[src/rtl/vxt_pkg.sv]
package vxt_pkg;
  typedef enum logic [1:0] {
    SEW_E8  = 2'd0,
    SEW_E16 = 2'd1,
    SEW_E32 = 2'd2,
    SEW_E64 = 2'd3
  } sew_code_t;

  localparam int NUM_SEW  = 4;
  localparam int MIN_SEW  = 8;
  localparam int MAX_SEW  = MIN_SEW << (NUM_SEW - 1);

  function automatic int sew_bits(input int code);
    return MIN_SEW << code;
  endfunction
endpackage

[src/rtl/vxt_range_check.sv]
module vxt_range_check #(
  parameter int VLEN = 256,
  parameter int IDXW = 64
) (
  input  logic [1:0]      sew_sel,
  input  logic [IDXW-1:0] elem_idx,
  output logic            in_range
);
  import vxt_pkg::*;

  logic [NUM_SEW-1:0] fits;

  for (genvar k = 0; k < NUM_SEW; k++) begin : g_lim
    localparam int ELEMS = VLEN / sew_bits(k);
    assign fits[k] = (elem_idx < IDXW'(ELEMS));
  end

  assign in_range = fits[sew_sel];
endmodule

[src/rtl/vxt_lane_mux.sv]
module vxt_lane_mux #(
  parameter int VLEN  = 256,
  parameter int MAXW  = 64,
  parameter int LOW_W = 5
) (
  input  logic [VLEN-1:0]  vreg,
  input  logic [1:0]       sew_sel,
  input  logic [LOW_W-1:0] idx_low,
  output logic [MAXW-1:0]  elem
);
  import vxt_pkg::*;

  logic [MAXW-1:0] lane [NUM_SEW];

  for (genvar k = 0; k < NUM_SEW; k++) begin : g_lane
    localparam int W     = sew_bits(k);
    localparam int ELEMS = VLEN / W;
    localparam int IB    = (ELEMS > 1) ? $clog2(ELEMS) : 1;
    logic [IB-1:0] sel;
    assign sel     = idx_low[IB-1:0];
    assign lane[k] = MAXW'(vreg[sel*W +: W]);
  end

  assign elem = lane[sew_sel];
endmodule

[src/rtl/vxt_width_fit.sv]
module vxt_width_fit #(
  parameter int MAXW = 64,
  parameter int XLEN = 64
) (
  input  logic [MAXW-1:0] elem,
  output logic [XLEN-1:0] scalar
);
  if (XLEN >= MAXW) begin : g_extend
    assign scalar = XLEN'(elem);
  end else begin : g_truncate
    assign scalar = elem[XLEN-1:0];
  end
endmodule

[src/rtl/vec_elem_extract.sv]
module vec_elem_extract #(
  parameter int VLEN = 256,
  parameter int XLEN = 64
) (
  input  logic            clk,
  input  logic            rst,
  input  logic            req_valid,
  input  logic [VLEN-1:0] vreg,
  input  logic [1:0]      sew_sel,
  input  logic [XLEN-1:0] elem_idx,
  output logic            res_valid,
  output logic [XLEN-1:0] res_data
);
  import vxt_pkg::*;

  localparam int LOW_W = $clog2(VLEN / MIN_SEW);

  logic            idx_ok;
  logic [MAX_SEW-1:0] picked;
  logic [XLEN-1:0] fitted;

  vxt_range_check #(.VLEN(VLEN), .IDXW(XLEN)) u_range (
    .sew_sel  (sew_sel),
    .elem_idx (elem_idx),
    .in_range (idx_ok)
  );

  vxt_lane_mux #(.VLEN(VLEN), .MAXW(MAX_SEW), .LOW_W(LOW_W)) u_mux (
    .vreg    (vreg),
    .sew_sel (sew_sel),
    .idx_low (elem_idx[LOW_W-1:0]),
    .elem    (picked)
  );

  vxt_width_fit #(.MAXW(MAX_SEW), .XLEN(XLEN)) u_fit (
    .elem   (picked),
    .scalar (fitted)
  );

  always_ff @(posedge clk) begin
    if (rst) begin
      res_valid <= 1'b0;
      res_data  <= '0;
    end else begin
      res_valid <= req_valid;
      if (req_valid)
        res_data <= idx_ok ? fitted : '0;
    end
  end
endmodule

[config.mk]
export PLATFORM = sky130hd
export DESIGN_NAME = vec_elem_extract
export DESIGN_NICKNAME = d
export VERILOG_FILES = /design/src/rtl/vxt_pkg.sv /design/src/rtl/vxt_range_check.sv /design/src/rtl/vxt_lane_mux.sv /design/src/rtl/vxt_width_fit.sv /design/src/rtl/vec_elem_extract.sv
export SDC_FILE = /design/constraint.sdc
export NUM_CORES = 1
export LEC_CHECK = 0
export CORE_MARGIN = 8
export CORE_UTILIZATION = 55
export CTS_BUF_LIST = sky130_fd_sc_hd__clkbuf_8
export DETAILED_ROUTE_END_ITERATION = 8
export DONT_BUFFER_PORTS = 1
export GPL_TIMING_DRIVEN = 1
export PLACE_DENSITY = 0.7
export SLEW_MARGIN = 25
export SYNTH_ARGS = -nofsm -noshare
export SYNTH_HDL_FRONTEND = slang
export SYNTH_HIERARCHICAL = 1
export SYNTH_SLANG_ARGS = --single-unit
[constraint.sdc]
create_clock -name clk -period 3 [get_ports clk]
set_input_delay 0.6 -clock clk [delete_from_list [all_inputs] [get_ports clk]]
set_output_delay 0.6 -clock clk [all_outputs]
set_load 0.03 [all_outputs]
==> results of run 1 <==
-- cell usage in the layout, fill, tap and decap left out, drive strengths merged, types with 2 or more instances in the layout --
cell     instances
a31oi            3
dfxtp           65
mux2             2
nand2            5
clkbuf          12
o21a             3
mux2i           39
o21ai           27
nand4            3
buf              6
o22ai           25
a21oi           84
a2111oi          3
or4              3
nor3             2
nand3           65
nor2            50
mux4           276
nor4            14
nand2b          69
inv              3
clkinv           2
o211ai           3
and3            32
or2              3
-- layout make-up --
type	instances	share of cell area
clock inverters	3	0.00152
repair buffers	6	0.00536
multi-input cells	717	0.824
well taps	270	0.0315
diodes	1	0.000233
inverters	3	0.00105
flip-flops and latches	65	0.121
clock buffers	12	0.0154
-- final timing paths --
path | start | to | slack (ns) | depth (start not counted)
min | rst | res_data[34] | 0.32 | 1
max reg2reg | res_data[8] | res_data[8] | 2.04 | 2
min reg2reg | res_data[42] | res_data[42] | 0.62 | 2
max | elem_idx[50] | res_data[6] | 0.90 | 7
-- state kept, by name (all words and copies together) (netlist names) --
register and flops:
res_valid 1, res_data 64
-- per-layer routing --
layer	global-route usage	vias up	part of all wire
met2	0.462	794	0.45
met4	0.108	2	0.038
met5	0	-	0.00032
met1	0.368	4533	0.33
li1	-	3604	-
met3	0.168	100	0.18
-- critical path: cells and delay by family --
kind            cells  cell delay (ns)
buf+inv             1             0.30
simple gates        4             1.04
compound gates      2             0.40
-- cells by family after synthesis --
| group | synth area share |
|---|---|
| and+or+nand+nor | 0.121 |
| DFF | 0.116 |
| muxes | 0.589 |
| buffers and inverters | 0.0995 |
| AOI/OAI and AO/OA | 0.0748 |
-- through the flow --
| step | worst slack [ns] | cells | hold WS (ns) |
|---|---|---|---|
| 6_report | 0.897 | 1077 | 0.318 |
| 4_1_cts | 0.911 | 1076 | 0.315 |
| 3_5_place_dp | 0.554 | 1061 | 0.616 |
| 5_1_grt | 0.686 | 1076 | 0.310 |
| 3_3_place_gp | 0.596 | 1061 | 0.611 |
| 2_1_floorplan | 0.295 | 966 | 0.593 |
-- power by group --
group | internal [uW] | switching [uW]
sequential | 863 | 1.68
clock | 359 | 346
combinational | 729 | 268
==> PnR_summary.wiki, run 1 <==
{| class="wikitable"
! Metric !! Value
|-
| Status || completed
|-
| Biggest fanout along the worst timing path || 64
|-
| Summed negative setup slack over all endpoints || 0 ns
|-
| Largest buffer count on any clock path || 2
|-
| Filler Cells Inserted || between 1500 and 2000
|-
| Unrepaired setup endpoints after global routing || no
|-
| Cell types with the largest area share after synthesis || sky130_fd_sc_hd__mux4_2, sky130_fd_sc_hd__dfxtp_1, sky130_fd_sc_hd__buf_4, sky130_fd_sc_hd__nand2b_1, sky130_fd_sc_hd__a21oi_1
|-
| Post-detailed-route DRC marker count || 0
|-
| Number of cells produced by synthesis || 966
|-
| Core Footprint || about 20000 um^2
|-
| Finish-stage setup viols || 0
|-
| Nature of the critical path endpoint || register
|-
| Global placer's final weighted congestion || between 0.9 and 1
|-
| Net count of the mapped netlist || 1291
|-
| Layout Skew || 0 ns
|-
| Layout Utilization || 0.532
|-
| Class of the most critical setup path || in2reg
|-
| Placed wire-length estimate || ~31 mm
|-
| Clock Tree Root || sky130_fd_sc_hd__clkbuf_8
|-
| Detailed Route Iter0 Violations || 1383
|-
| Post-synthesis sequential area ratio || 0.116
|-
| Critical Path Source Type || input port
|-
| Post-layout total power || approximately 2600 uW
|-
| Fmax achieved || about 480 MHz
|-
| Seq. cell area || between 1000 and 1500 um^2
|-
| Quantity of gates resized following cts || 0
|-
| Cell type contributing the most total cell area after synthesis || sky130_fd_sc_hd__mux4_2
|-
| CTS clock-pin slew for the worst setup and hold paths || approximately 0.070 ns
|-
| Worst slew slack as a fraction of its limit || 0.607
|-
| Syn-to-layout area delta || -4.64%
|-
| Largest stage delay on the critical path || 0.54 ns
|-
| Yosys warning count || 6
|-
| Die W || roughly 160 um
|-
| Num CTS Buffers || 9
|-
| Global-route wire length before repair || 60.1 mm
|-
| Top cells by count, synth || sky130_fd_sc_hd__mux4_2, sky130_fd_sc_hd__buf_4, sky130_fd_sc_hd__a21oi_1
|-
| Area of the mapped netlist || roughly 11000 um^2
|-
| Post-layout min period || 2.10 ns
|-
| Worst-skew pair later-pin latency || between 0.3 and 0.4 ns
|-
| Area share of the leading cell type in the synthesized netlist || 0.552
|-
| Cells along the critical path || nor4_2 -> nand4_1 -> or4_1 -> a211oi_4 -> buf_12 -> nand3_1 -> a21oi_1
|-
| Number of top-level pins || 390
|-
| Net count, final || 1127
|-
| Period utilization || 0.701
|-
| TritonCTS clock tree || done
|-
| Fraction of final layout cells with drive strength greater than 1 || 0.380
|-
| Hold Violations, Final || 0
|-
| EDFF count, synth || 0
|-
| Final wirelength || 40.4 mm
|-
| Row count || 52
|-
| Top FF cell, synth || sky130_fd_sc_hd__dfxtp_1
|-
| Initial antenna violation count || 2
|-
| Worst Tran Pin Value || 0.575 ns
|-
| Most used standard cell by instance count after synthesis || sky130_fd_sc_hd__mux4_2
|-
| Worst endpoint required time || ~3.3 ns
|-
| Total clock sinks || 65
|-
| Count of antenna-violating nets left after detailed routing || 0
|-
| Average footprint of a synthesized cell || 11.6 um^2
|-
| Path category of the worst min-delay check || in2reg
|-
| Pin count of the biggest net entering global routing || 258
|-
| Total overflow reported by the global router || 0
|-
| Maximum capacitance violations || 0
|-
| Worst EP arrival || 2.37 ns
|-
| Number of input and output port buffers inserted || 0
|-
| Number of global-route vias before repair || 8682
|-
| Leak || 0.00325 uW
|-
| Number of distinct library cell variants in the gate-level netlist after synthesis || 36
|-
| H-tree levels || 3
|-
| Detailed-route wire length per cell || about 37 um
|-
| Worst voltage drop across the vdd grid || roughly 0.13 mV
|-
| Count of vias placed by the detailed router || around 9000
|-
| Number of synthesized register bits || 65
|-
| Number of search-and-repair iterations in the first detailed-routing pass || 7
|-
| Area taken by multi-input logic gates || between 8000 and 9000 um^2
|-
| Overall Global Routing Usage || 0.307
|-
| Fraction of registers with async set or reset after synthesis || 0
|-
| Ratio of routed vias to standard cells || 8.39
|-
| Post-CTS setup buffer count || 0
|-
| Cell area after placement || 10500 um^2
|-
| Chip Height || 159 um
|-
| Slowest cell on the critical path || sky130_fd_sc_hd__or4_1
|-
| Final-report max-slew violation count || 0
|-
| Power per cell area || 239 nW/um^2
|-
| Initial Utilization || 0.558
|-
| Final standard cell area without fillers || 10700 um^2
|-
| Quantity of hold-fixing buffers added after cts || 0
|-
| Area of the die || 25300 um^2
|}
Note: power is estimated with default switching activity, not from simulation.
==> inputs of run 2 (changes only) <==
Settings changed: PLACE_DENSITY 0.7 to 0.73.
Clock period 3 ns to 1.8 ns, I/O delays scaled along.
==> PnR_summary.wiki, run 2 (synthesized netlist as in run 1, its figures left out) <==
{| class="wikitable"
! Metric !! Value
|-
| Pint || 3320 uW (+70%)
|-
| Detailed Route Iter0 Violations || 1079 (-22%)
|-
| Final wirelength || 40.5 mm (+0.27%)
|-
| Violated checks || negative setup slack
|-
| Pin count of the biggest net entering global routing || 258 (unchanged)
|-
| Area of the die || 25300 um^2 (unchanged)
|-
| Status || finished, violations left
|-
| Worst slew slack as a fraction of its limit || 0.605 (-0.00160)
|-
| Number of search-and-repair iterations in the first detailed-routing pass || 5 (-2)
|-
| Initial Utilization || 0.558 (unchanged)
|-
| Maximum capacitance violations || 0 (unchanged)
|-
| Min Hold Slack || 0.0760 ns (-0.242 ns)
|-
| Number of flip-flops in the largest register || 64 (unchanged)
|-
| Core Footprint || 20200 um^2 (unchanged)
|-
| Clock Tree Root || sky130_fd_sc_hd__clkbuf_8
|-
| Worst EP arrival || 2.23 ns (-0.14 ns)
|-
| Largest stage delay on the critical path || 0.63 ns (+0.09 ns)
|-
| CTS clock-pin slew for the worst setup and hold paths || 0.07 ns (about the same)
|-
| WP buf/inv || 0 (-1)
|-
| Ratio of routed vias to standard cells || 8.33 (-0.73%)
|-
| Count of antenna-violating nets left after detailed routing || 0 (unchanged)
|-
| Initial antenna violation count || 1 (-1)
|-
| H-tree levels || 3 (unchanged)
|-
| TritonCTS clock tree || done
|-
| Number of top-level pins || 390 (unchanged)
|-
| Count of placed standard cells in the final layout, fillers left out || 1090 (+1.2%)
|-
| Number of input and output port buffers inserted || 0 (unchanged)
|-
| Fraction of final layout cells with drive strength greater than 1 || 0.412 (+0.0325)
|-
| Power per cell area || 396 nW/um^2 (+66%)
|-
| Row count || 52 (unchanged)
|-
| Layout Utilization || 0.545 (+0.0130)
|-
| Syn-to-layout area delta || -2.31%
|-
| Total inserted antenna cells || 0 (-1)
|-
| Finish-stage setup viols || 8 (+8)
|-
| R2R Path Start || res_data[27]
|-
| Busiest grt layer || met2
|-
| Global placer's final weighted congestion || 0.971 (+3.0%)
|-
| Combinational power share || 0.390 (+0.002)
|-
| Worst endpoint required time || 2.04 ns (-1.23 ns)
|-
| Register with the most flip-flops || res_data
|-
| Global-route met2 utilization || 0.468 (+0.00544)
|-
| Hold Startpoint || rst
|-
| Post-detailed-route DRC marker count || 0 (unchanged)
|-
| Worst Tran Pin Value || 0.592 ns (+0.0173 ns)
|-
| Total overflow reported by the global router || 0 (unchanged)
|-
| Nature of the critical path endpoint || register
|-
| Biggest fanout along the worst timing path || 252 (+290%)
|-
| Worst-skew pair later-pin latency || 0.35 ns (about the same)
|-
| Path category of the worst min-delay check || in2reg
|-
| P_sw || 1030 uW (+67%)
|-
| Overall Global Routing Usage || 0.306 (-0.000755)
|-
| Clock group share of total power || 0.279 (+0.004)
|-
| Post-layout min period || 1.99 ns
|-
| Number of global-route vias before repair || 8826 (+1.7%)
|-
| Sequential group share of total power || 0.331 (-0.006)
|-
| Critical path startpoint || elem_idx[0]
|-
| Cell with the most instances on the worst path || sky130_fd_sc_hd__mux4_2
|-
| Slowest cell on the critical path || sky130_fd_sc_hd__mux4_2
|-
| Total clock sinks || 65 (unchanged)
|-
| Final-report max-slew violation count || 0 (unchanged)
|-
| Layout Skew || 0 ns (unchanged)
|-
| Top flop regs || res_data: 64 flops, res_valid: 1 flops
|-
| Met1 usage in global routing || 0.357 (-0.0106)
|-
| Global routing usage on met3 || 0.159 (-0.00853)
|-
| Most frequent standard cell in the layout excluding fill and tap cells || sky130_fd_sc_hd__mux4_2
|-
| Quantity of hold-fixing buffers added after cts || 0 (unchanged)
|-
| Cell area after placement || 10700 um^2 (+1.6%)
|-
| Global-route wire length before repair || 59.6 mm (-0.84%)
|-
| Placed wire-length estimate || 31.4 mm (+2.1%)
|-
| Leak || 0.00334 uW (+3.0%)
|-
| Final standard cell area without fillers || 11000 um^2 (+2.4%)
|-
| Net Sw Frac || 0.236 (-0.00353)
|-
| Critical Path Source Type || input port
|-
| Chip Height || 159 um (unchanged)
|-
| Class of the most critical setup path || in2reg
|-
| Num CTS Buffers || 9 (unchanged)
|-
| Minimum setup slack in the final design || -0.192 ns (-1.09 ns)
|-
| Count of vias placed by the detailed router || 9075 (+0.46%)
|-
| Period utilization || 1.11
|-
| Inst Count DP || 1076 (+1.4%)
|-
| Post-CTS setup buffer count || 0 (unchanged)
|-
| Gate family responsible for the most delay along the worst path || multiplexers
|-
| Unrepaired setup endpoints after global routing || yes
|-
| Hold Violations, Final || 0 (unchanged)
|-
| Net count, final || 1142 (+1.3%)
|-
| Worst voltage drop across the vdd grid || 0.236 mV (+77%)
|-
| Detailed-route wire length per cell || 37.2 um (-0.93%)
|-
| Cells along the critical path || mux4_2 -> mux4_2 -> a31oi_1 -> o21ai_0 -> nand3_2 -> a21oi_1
|-
| Leading cell types in the layout, fill and taps excluded || sky130_fd_sc_hd__mux4_2, sky130_fd_sc_hd__a21oi_1, sky130_fd_sc_hd__nand2b_1
|-
| Fmax achieved || 502 MHz
|-
| Post-layout total power || 4350 uW (+70%)
|-
| Die W || 159 um (unchanged)
|-
| Largest buffer count on any clock path || 2 (unchanged)
|}
run 2: cell type report:
type	instances	area, um^2
fill	1700	9180
multi-input combinational	717	8950
sequential	65	1300
tap	270	338
timing repair buffer	21	211
clock buffer	10	138
clock inverter	4	45.0
inverter	3	11.3
run 2: per-stage QoR:
step | setup WS, ns | setup TNS (ns)
2_1_floorplan | -0.464 | -24.54
3_5_place_dp | -0.388 | -21.42
4_1_cts | 0.00765 | 0
5_1_grt | -0.0717 | -1.45
6_report | -0.192 | -0.859
3_3_place_gp | -0.344 | -18.57
run 2: power groups by stage:
stage | clock (uW) | combinational [uW] | sequential, uW
after detailed placement | 0 | 1670 | 1470
final | 1220 | 1700 | 1440
after global routing | 1300 | 1770 | 1440
after global placement | 0 | 1640 | 1470
after floorplan | 0 | 2040 | 1470
after CTS | 1240 | 1670 | 1440
run 2: routing by layer:
layer | up-vias | routed length [um] | part of all wire
met1 | 4515 | 12900 | 0.32
met5 | - | 13 | 0.00032
met3 | 136 | 7160 | 0.18
li1 | 3631 | - | -
met4 | 2 | 1950 | 0.048
met2 | 791 | 18500 | 0.46
run 2: worst paths after layout:
kind,endpoint,slack (ns),cells after the start
max reg2reg,res_data[27],0.84,2
min,res_data[42],0.08,1
max,res_data[1],-0.19,6
min reg2reg,res_data[42],0.62,2
run 2: what timing repair did:
| action | in CTS | in global routing |
|---|---|---|
| endpoints found under the setup margin | 1 | 61 |
| gates cloned | 0 | 0 |
| resized for setup | 1 | 18 |
